File: src/rtl/thl_pkg.sv
package thl_pkg;
  // Operation presented to the index in a given cycle
  typedef enum logic [1:0] {
    OP_IDLE   = 2'd0,
    OP_LOOKUP = 2'd1,
    OP_WRITE  = 2'd2
  } idx_op_e;
endpackage

File: src/rtl/thl_lru_set.sv
// True-LRU state of one index set, kept as a per-way age rank (0 = newest).
module thl_lru_set #(
  parameter int WAYS = 2,
  localparam int WW = (WAYS > 1) ? $clog2(WAYS) : 1
) (
  input  logic          clk,
  input  logic          rst_n,
  input  logic          touch,
  input  logic [WW-1:0] touch_way,
  output logic [WW-1:0] oldest_way
);
  logic [WW-1:0] age_q [WAYS];

  always_ff @(posedge clk) begin
    if (!rst_n) begin
      for (int w = 0; w < WAYS; w++) age_q[w] <= WW'(w);
    end else if (touch) begin
      for (int w = 0; w < WAYS; w++) begin
        if (WW'(w) == touch_way)             age_q[w] <= '0;
        else if (age_q[w] < age_q[touch_way]) age_q[w] <= age_q[w] + 1'b1;
      end
    end
  end

  always_comb begin
    oldest_way = '0;
    for (int w = 0; w < WAYS; w++)
      if (age_q[w] == WW'(WAYS - 1)) oldest_way = WW'(w);
  end
endmodule

File: src/rtl/thl_ring.sv
// Circular log storage: tail pointer, write at tail, registered read port.
module thl_ring #(
  parameter int ADDR_W = 12,
  parameter int PAY_W  = 8,
  parameter int DEPTH  = 8,
  localparam int SLOT_W = $clog2(DEPTH)
) (
  input  logic              clk,
  input  logic              rst_n,
  input  logic              wr_en,
  input  logic [ADDR_W-1:0] wr_trigger,
  input  logic [PAY_W-1:0]  wr_payload,
  output logic [SLOT_W-1:0] tail,
  input  logic              rd_en,
  input  logic [SLOT_W-1:0] rd_slot,
  output logic              rd_valid,
  output logic [ADDR_W-1:0] rd_trigger,
  output logic [PAY_W-1:0]  rd_payload
);
  logic [ADDR_W-1:0] trig_q [DEPTH];
  logic [PAY_W-1:0]  pay_q  [DEPTH];
  logic [SLOT_W-1:0] tail_q;

  assign tail = tail_q;

  always_ff @(posedge clk) begin
    if (!rst_n) begin
      tail_q <= '0;
      for (int i = 0; i < DEPTH; i++) begin
        trig_q[i] <= '0;
        pay_q[i]  <= '0;
      end
    end else if (wr_en) begin
      trig_q[tail_q] <= wr_trigger;
      pay_q[tail_q]  <= wr_payload;
      tail_q <= (tail_q == SLOT_W'(DEPTH - 1)) ? '0 : tail_q + 1'b1;
    end
  end

  // Read samples the array before this edge's write lands
  always_ff @(posedge clk) begin
    if (!rst_n) begin
      rd_valid   <= 1'b0;
      rd_trigger <= '0;
      rd_payload <= '0;
    end else begin
      rd_valid <= rd_en;
      if (rd_en) begin
        rd_trigger <= trig_q[rd_slot];
        rd_payload <= pay_q[rd_slot];
      end
    end
  end
endmodule

File: src/rtl/thl_index.sv
// Set-associative trigger index: tag match, fill-way choice, slot pointers.
module thl_index
  import thl_pkg::*;
#(
  parameter int ADDR_W = 12,
  parameter int SLOT_W = 3,
  parameter int SETS   = 4,
  parameter int WAYS   = 2,
  localparam int SET_W = $clog2(SETS),
  localparam int TAG_W = ADDR_W - SET_W,
  localparam int WW    = (WAYS > 1) ? $clog2(WAYS) : 1
) (
  input  logic              clk,
  input  logic              rst_n,
  input  idx_op_e           op,
  input  logic [ADDR_W-1:0] op_addr,
  input  logic [SLOT_W-1:0] op_slot,
  output logic              hit,
  output logic [SLOT_W-1:0] hit_slot
);
  logic [TAG_W-1:0]  tag_q  [SETS][WAYS];
  logic [SLOT_W-1:0] slot_q [SETS][WAYS];
  logic [WAYS-1:0]   vld_q  [SETS];

  logic [SET_W-1:0] set_sel;
  logic [TAG_W-1:0] tag_in;
  logic [WW-1:0]    hit_way, free_way, fill_way;
  logic             have_free, do_touch;
  logic [WW-1:0]    oldest [SETS];
  logic [SETS-1:0]  touch_set;

  assign set_sel = op_addr[SET_W-1:0];
  assign tag_in  = op_addr[ADDR_W-1:SET_W];

  always_comb begin
    hit       = 1'b0;
    hit_way   = '0;
    hit_slot  = '0;
    have_free = 1'b0;
    free_way  = '0;
    for (int w = 0; w < WAYS; w++) begin
      if (vld_q[set_sel][w] && tag_q[set_sel][w] == tag_in) begin
        hit      = 1'b1;
        hit_way  = WW'(w);
        hit_slot = slot_q[set_sel][w];
      end
      if (!vld_q[set_sel][w] && !have_free) begin
        have_free = 1'b1;
        free_way  = WW'(w);
      end
    end
  end

  assign fill_way = hit ? hit_way : (have_free ? free_way : oldest[set_sel]);
  assign do_touch = (op == OP_WRITE) || (op == OP_LOOKUP && hit);

  for (genvar s = 0; s < SETS; s++) begin : g_set
    assign touch_set[s] = do_touch && (set_sel == SET_W'(s));
    thl_lru_set #(.WAYS(WAYS)) u_lru (
      .clk        (clk),
      .rst_n      (rst_n),
      .touch      (touch_set[s]),
      .touch_way  (fill_way),
      .oldest_way (oldest[s])
    );
  end

  always_ff @(posedge clk) begin
    if (!rst_n) begin
      for (int s = 0; s < SETS; s++) begin
        vld_q[s] <= '0;
        for (int w = 0; w < WAYS; w++) begin
          tag_q[s][w]  <= '0;
          slot_q[s][w] <= '0;
        end
      end
    end else if (op == OP_WRITE) begin
      vld_q[set_sel][fill_way]  <= 1'b1;
      tag_q[set_sel][fill_way]  <= tag_in;
      slot_q[set_sel][fill_way] <= op_slot;
    end
  end
endmodule

File: src/rtl/trig_history_log.sv
module trig_history_log
  import thl_pkg::*;
#(
  parameter int ADDR_W   = 12,
  parameter int PAY_W    = 8,
  parameter int HB_DEPTH = 8,
  parameter int IDX_SETS = 4,
  parameter int IDX_WAYS = 2,
  localparam int SLOT_W  = $clog2(HB_DEPTH)
) (
  input  logic              clk,
  input  logic              rst_n,
  input  logic              wr_valid,
  output logic              wr_ready,
  input  logic [ADDR_W-1:0] wr_trigger,
  input  logic [PAY_W-1:0]  wr_payload,
  input  logic              lk_valid,
  output logic              lk_ready,
  input  logic [ADDR_W-1:0] lk_addr,
  output logic              lk_rsp_valid,
  output logic              lk_rsp_hit,
  output logic [SLOT_W-1:0] lk_rsp_slot,
  input  logic              rd_en,
  input  logic [SLOT_W-1:0] rd_slot,
  output logic              rd_valid,
  output logic [ADDR_W-1:0] rd_trigger,
  output logic [PAY_W-1:0]  rd_payload
);
  logic              lk_fire;
  logic [SLOT_W-1:0] tail_slot;
  idx_op_e           op;
  logic [ADDR_W-1:0] op_addr;
  logic              idx_hit;
  logic [SLOT_W-1:0] idx_slot;

  // Writes never stall and win the shared index over lookups
  assign wr_ready = 1'b1;
  assign lk_ready = !wr_valid;
  assign lk_fire  = lk_valid && !wr_valid;

  assign op      = wr_valid ? OP_WRITE : (lk_fire ? OP_LOOKUP : OP_IDLE);
  assign op_addr = wr_valid ? wr_trigger : lk_addr;

  thl_ring #(.ADDR_W(ADDR_W), .PAY_W(PAY_W), .DEPTH(HB_DEPTH)) u_ring (
    .clk        (clk),
    .rst_n      (rst_n),
    .wr_en      (wr_valid),
    .wr_trigger (wr_trigger),
    .wr_payload (wr_payload),
    .tail       (tail_slot),
    .rd_en      (rd_en),
    .rd_slot    (rd_slot),
    .rd_valid   (rd_valid),
    .rd_trigger (rd_trigger),
    .rd_payload (rd_payload)
  );

  thl_index #(.ADDR_W(ADDR_W), .SLOT_W(SLOT_W), .SETS(IDX_SETS), .WAYS(IDX_WAYS)) u_index (
    .clk      (clk),
    .rst_n    (rst_n),
    .op       (op),
    .op_addr  (op_addr),
    .op_slot  (tail_slot),
    .hit      (idx_hit),
    .hit_slot (idx_slot)
  );

  always_ff @(posedge clk) begin
    if (!rst_n) begin
      lk_rsp_valid <= 1'b0;
      lk_rsp_hit   <= 1'b0;
      lk_rsp_slot  <= '0;
    end else begin
      lk_rsp_valid <= lk_fire;
      lk_rsp_hit   <= lk_fire && idx_hit;
      lk_rsp_slot  <= (lk_fire && idx_hit) ? idx_slot : '0;
    end
  end
endmodule

File: config.mk
export PLATFORM = sky130hd
export DESIGN_NAME = trig_history_log
export DESIGN_NICKNAME = d
export VERILOG_FILES = /design/src/rtl/thl_pkg.sv /design/src/rtl/thl_lru_set.sv /design/src/rtl/thl_ring.sv /design/src/rtl/thl_index.sv /design/src/rtl/trig_history_log.sv
export SDC_FILE = /design/constraint.sdc
export NUM_CORES = 1
export LEC_CHECK = 0
export BUFFER_PORTS_ARGS = -buffer_cell sky130_fd_sc_hd__buf_2
export CAP_MARGIN = 20
export CORE_UTILIZATION = 30
export CTS_BUF_LIST = sky130_fd_sc_hd__clkbuf_4 sky130_fd_sc_hd__clkbuf_8
export DETAILED_ROUTE_END_ITERATION = 8
export GPL_ROUTABILITY_DRIVEN = 0
export PLACE_DENSITY = 0.44
export SYNTH_ARGS = -nofsm -noshare
export SYNTH_HDL_FRONTEND = slang
export SYNTH_SLANG_ARGS = --single-unit
File: constraint.sdc
create_clock -name clk -period 4.7 [get_ports clk]
set_input_delay 0.705 -clock clk [delete_from_list [all_inputs] [get_ports clk]]
set_output_delay 0.705 -clock clk [all_outputs]
set_load 0.03 [all_outputs]
==> results by stage <==
Status:
- The flow ran to the end, and the final reports show no timing, DRC or antenna violations.

Min path:
- Counting instances, the worst hold path has a depth of 2.
- For hold timing, the worst endpoint is u_ring.pay_q[6][3].
- The class of the tightest hold or removal check is in -> reg.
- The startpoint identified for the worst hold timing path is wr_payload[3].

STA:
- The final number of max-transition violations is 0.
- Dividing the final minimum period by the clock period gives 0.7753.
- Setup violations remaining at the end of the flow were counted as 0.
- In this run the tightest slew margin relative to its limit is 0.3137.
- The highest attainable clock frequency is 0.2744 GHz.
- Setup repair after global routing left no endpoint under its margin.
- The worst hold slack is 0.4421 ns.
- The post-route minimum period is 3.644 ns.
- The sum of negative setup slack is 0 ns.
- The hold violation total from the final report is 0.
- Between clock sinks in the finished design, the worst skew comes to 0.03482 ns.
- For the pin with the worst max-slew slack, the measured transition is 1.029 ns.

Clocking:
- Clock tree synthesis selected as its root buffer the cell sky130_fd_sc_hd__clkbuf_8.
- The clock passes through at most 3 buffers.
- The clock slew at the register clock pins of the worst setup and hold paths is 0.06 ns.
- The TritonCTS clock tree is done.
- CTS built an H-tree with a depth of 2.
- Post-CTS repair changed the size of 0 cells.
- Clock latency on the worst-skew pair, taken at its later pin, is 0.64 ns.
- The clock drives 309 sinks.
- Counting the buffers created by CTS gives 55.
- The quantity of hold-fixing buffers added after cts is 0.
- Once the clock tree was built, the setup fixing pass inserted 0 buffers.

GRT:
- The first global-routing pass estimated 64.00 mm of wire.
- The via count of the first global-routing pass was 9,605.
- Global routing finished with a remaining overflow of 0.
- For this run, the total global-route usage over all layers was measured as 0.1727.
- The pin count of the biggest net entering global routing is 71.
- The number of antenna violations at the first check in global routing came to 1.

Drt:
- The final routed DRC violation total is 0.
- The first TritonRoute pass finished after 5 iterations.
- In this run the remaining antenna-violating nets after routing total 0.
- Summing over every cut layer, the via total after detailed routing is 9,223.
- After detailed routing, the average wire length per cell comes to 23.30 um.
- For this block, the initial DRC count from the detailed router was 565.
- After detailed routing, the number of vias per cell comes to 4.988.
- The total wire length is 43.09 mm.

Critical path:
- The source of the worst register-to-register timing path is u_index.tag_q[1][5].
- Data on the critical path arrives at its endpoint at 3.97 ns.
- The largest stage delay on the critical path is 0.66 ns.
- The critical path goes through buf_2 > mux2_2 > mux2i_1 > xor2_1 > nor4_1 > mux2i_1 > nor3_4 > buf_4 > o21bai_4 > buf_4 > nor4_2.
- The worst register-to-register path has a depth of 10.
- Together, buffers and inverters on the worst path number 3.
- The worst setup path is of the in -> reg kind.
- STA classifies the critical path endpoint as a flip-flop.
- The reg2reg setup slack is 1.58 ns.
- Along the worst path, the maximum fanout reaches 25.
- In this run the critical register-to-register path is captured at u_index.tag_q[3][7].
- Grouping stages by cell kind, the critical path spends the most delay in multiplexers.
- The slowest stage of the critical path belongs to the cell sky130_fd_sc_hd__mux2_2.
- At the worst endpoint, the required time is 5.03 ns.
- The critical path startpoint category is an input port.

Die:
- The row count is 81.
- 68 I/O pins were placed.
- The height of the die is 225.8 um.
- The area enclosed by the die boundary is 50,970 um2.
- The region available for standard cell placement spans 49,150 um2.
- The initial utilization of the core area, before any placement, comes to 0.3056.
- The width of the die is 225.8 um.

Synthesis:
- For this run, asynchronously set or reset flops after synthesis account for 0.
- The synthesized net count is 1,103.
- The number of enable-type register cells in the synthesized netlist is 280.
- The mapped cell area is 15,020 um2.
- The gate count after technology mapping is 1,061.
- The unique cell type count in the Yosys netlist is 58.
- Yosys printed 0 warnings.
- The synthesized area per cell is 14.16 um2.
- In the synthesized netlist the dominant register cell turns out to be sky130_fd_sc_hd__edfxtp_1.
- The number of register bits inferred by synthesis is 309.
- For this run, the register share of the synthesized area comes to 0.5984.

Flow run:
- The tool flagged a number of max-cap violations equal to 0.

Layout:
- The number of antenna diodes in the final layout is 0.
- The net count of the finished layout is 1,186.
- The post-route cell area is 17,310 um2.
- In the final layout, the share of cells above drive strength 1 is 0.2987.
- In the final layout, flip-flops and latches occupy 8989 um2.
- Once layout is complete, the utilization of the core stands at 0.3522.
- Relative to the synthesized area, the layout overhead comes to 15.24%.
- Fill cells in the final layout number 4,741.
- The multi-input combinational cells in the finished layout cover a total of 5528 um2.

Pwr:
- The cell area power density is 368.7 nW/um2.
- The worst ir drop on vdd is 0.2131 mV.
- The static power due to leakage is 6.335 nW.
- The overall power after layout is 6.383 mW.

Place:
- The HPWL after detailed placement is 26.45 mm.
- The number of buffers added on ports is 66.
- The placed instances occupy a cell area of 16,260 um2.
## placed cells by master, fill, tap and decap left out, types with 3 or more instances in the layout
| master | count |
|---|---|
| sky130_fd_sc_hd__clkinv_1 | 10 |
| sky130_fd_sc_hd__nor3_1 | 27 |
| sky130_fd_sc_hd__nor3_2 | 23 |
| sky130_fd_sc_hd__nand4_1 | 7 |
| sky130_fd_sc_hd__edfxtp_1 | 280 |
| sky130_fd_sc_hd__inv_1 | 9 |
| sky130_fd_sc_hd__xnor2_1 | 17 |
| sky130_fd_sc_hd__nor4_2 | 35 |
| sky130_fd_sc_hd__clkbuf_4 | 27 |
| sky130_fd_sc_hd__o211a_1 | 21 |
| sky130_fd_sc_hd__a21oi_1 | 3 |
| sky130_fd_sc_hd__dfxtp_1 | 29 |
| sky130_fd_sc_hd__o21ai_0 | 31 |
| sky130_fd_sc_hd__mux2i_1 | 60 |
| sky130_fd_sc_hd__mux2i_4 | 3 |
| sky130_fd_sc_hd__buf_12 | 3 |
| sky130_fd_sc_hd__nor2b_1 | 4 |
| sky130_fd_sc_hd__clkinv_2 | 3 |
| sky130_fd_sc_hd__mux4_2 | 49 |
| sky130_fd_sc_hd__o21ai_1 | 12 |
| sky130_fd_sc_hd__nand2b_1 | 13 |
| sky130_fd_sc_hd__o221ai_1 | 6 |
| sky130_fd_sc_hd__o21ai_2 | 3 |
| sky130_fd_sc_hd__o211ai_1 | 4 |
| sky130_fd_sc_hd__and2_1 | 164 |
| sky130_fd_sc_hd__nor4_1 | 44 |
| sky130_fd_sc_hd__a32oi_2 | 4 |
| sky130_fd_sc_hd__a32oi_1 | 4 |
| sky130_fd_sc_hd__buf_2 | 66 |
| sky130_fd_sc_hd__xor2_1 | 13 |
| sky130_fd_sc_hd__nand2_1 | 34 |
| sky130_fd_sc_hd__o31ai_2 | 3 |
| sky130_fd_sc_hd__buf_4 | 61 |
| sky130_fd_sc_hd__clkbuf_8 | 55 |
| sky130_fd_sc_hd__nand3b_1 | 3 |
| sky130_fd_sc_hd__and3b_1 | 4 |
| sky130_fd_sc_hd__nor2_1 | 16 |
## sequential cells by signal, indices dropped and copies added, names as in the netlist
signal / count
u_ring.trig_q: 96
u_ring.pay_q: 64
lk_rsp_valid: 1
u_ring.rd_payload: 8
u_ring.rd_trigger: 12
u_index.slot_q: 24
u_index.vld_q: 8
u_index.g_set.u_lru.age_q: 8
u_ring.tail: 3
u_index.tag_q: 80
lk_rsp_slot: 3
lk_rsp_hit: 1
u_ring.rd_valid: 1
## stage by stage
step	cells	setup slack, ns
floorplan	1061	0.4573
global placement	1750	0.4660
detailed placement	1751	0.3754
CTS	1849	1.041
global route	1849	0.8778
finish	1849	1.056
## cell usage after synthesis, drive strengths merged (17+ instances only)
cell type | n | area share
and2 | 164 | 0.068
edfxtp | 280 | 0.56
o21ai | 46 | 0.015
mux2i | 64 | 0.045
nand2 | 35 | 0.0087
nor2 | 17 | 0.0042
dfxtp | 29 | 0.039
o211a | 21 | 0.014
xnor2 | 17 | 0.0099
buf | 44 | 0.020
clkbuf | 61 | 0.015
nor3 | 51 | 0.024
nor4 | 79 | 0.047
mux4 | 49 | 0.073
## power by group
| part | internal [mW] | switching (mW) | total, mW |
|---|---|---|---|
| Combinational | 0.258 | 0.501 | 0.759 |
| Sequential | 3.13 | 0.0433 | 3.17 |
| Clock | 1.30 | 1.15 | 2.45 |
## worst max-delay path by stage
stage	startpoint	end	slack, ns	depth (start not counted)
after global placement	wr_valid	u_index.slot_q[3][3]	0.47	11
final	wr_trigger[1]	u_index.tag_q[1][13]	1.06	11
after CTS	wr_trigger[1]	u_index.tag_q[1][14]	1.04	11
after detailed placement	wr_trigger[1]	u_index.tag_q[1][14]	0.38	11
after global routing	wr_trigger[1]	u_index.tag_q[2][13]	0.88	11
after floorplan	wr_valid	u_index.slot_q[1][0]	0.46	13
## cells by family after synthesis
group	synth area share
AND/OR/NAND/NOR	0.1738
flip-flops	0.5984
buffers and inverters	0.03823
multiplexers	0.1194
AO/OA/AOI/OAI	0.05073
XOR/XNOR	0.01749
adder cells (fa/ha/maj)	0.001666
other	0.0002497
## layer usage
metal,track usage,up-vias,routed length [um]
met5,0,-,12
met4,0.06978,2,1381
met3,0.03448,90,2170
met2,0.2949,261,21480
met1,0.2127,4661,18040
li1,-,4209,-
## final cells by class
class | instances | share of cell area
flip-flops and latches | 309 | 0.5193
multi-input cells | 637 | 0.3193
clock buffers | 82 | 0.05544
repair buffers | 131 | 0.05060
well taps | 664 | 0.04799
clock inverters | 16 | 0.005204
inverters | 10 | 0.002168
Power figures use the tool's default switching activity.
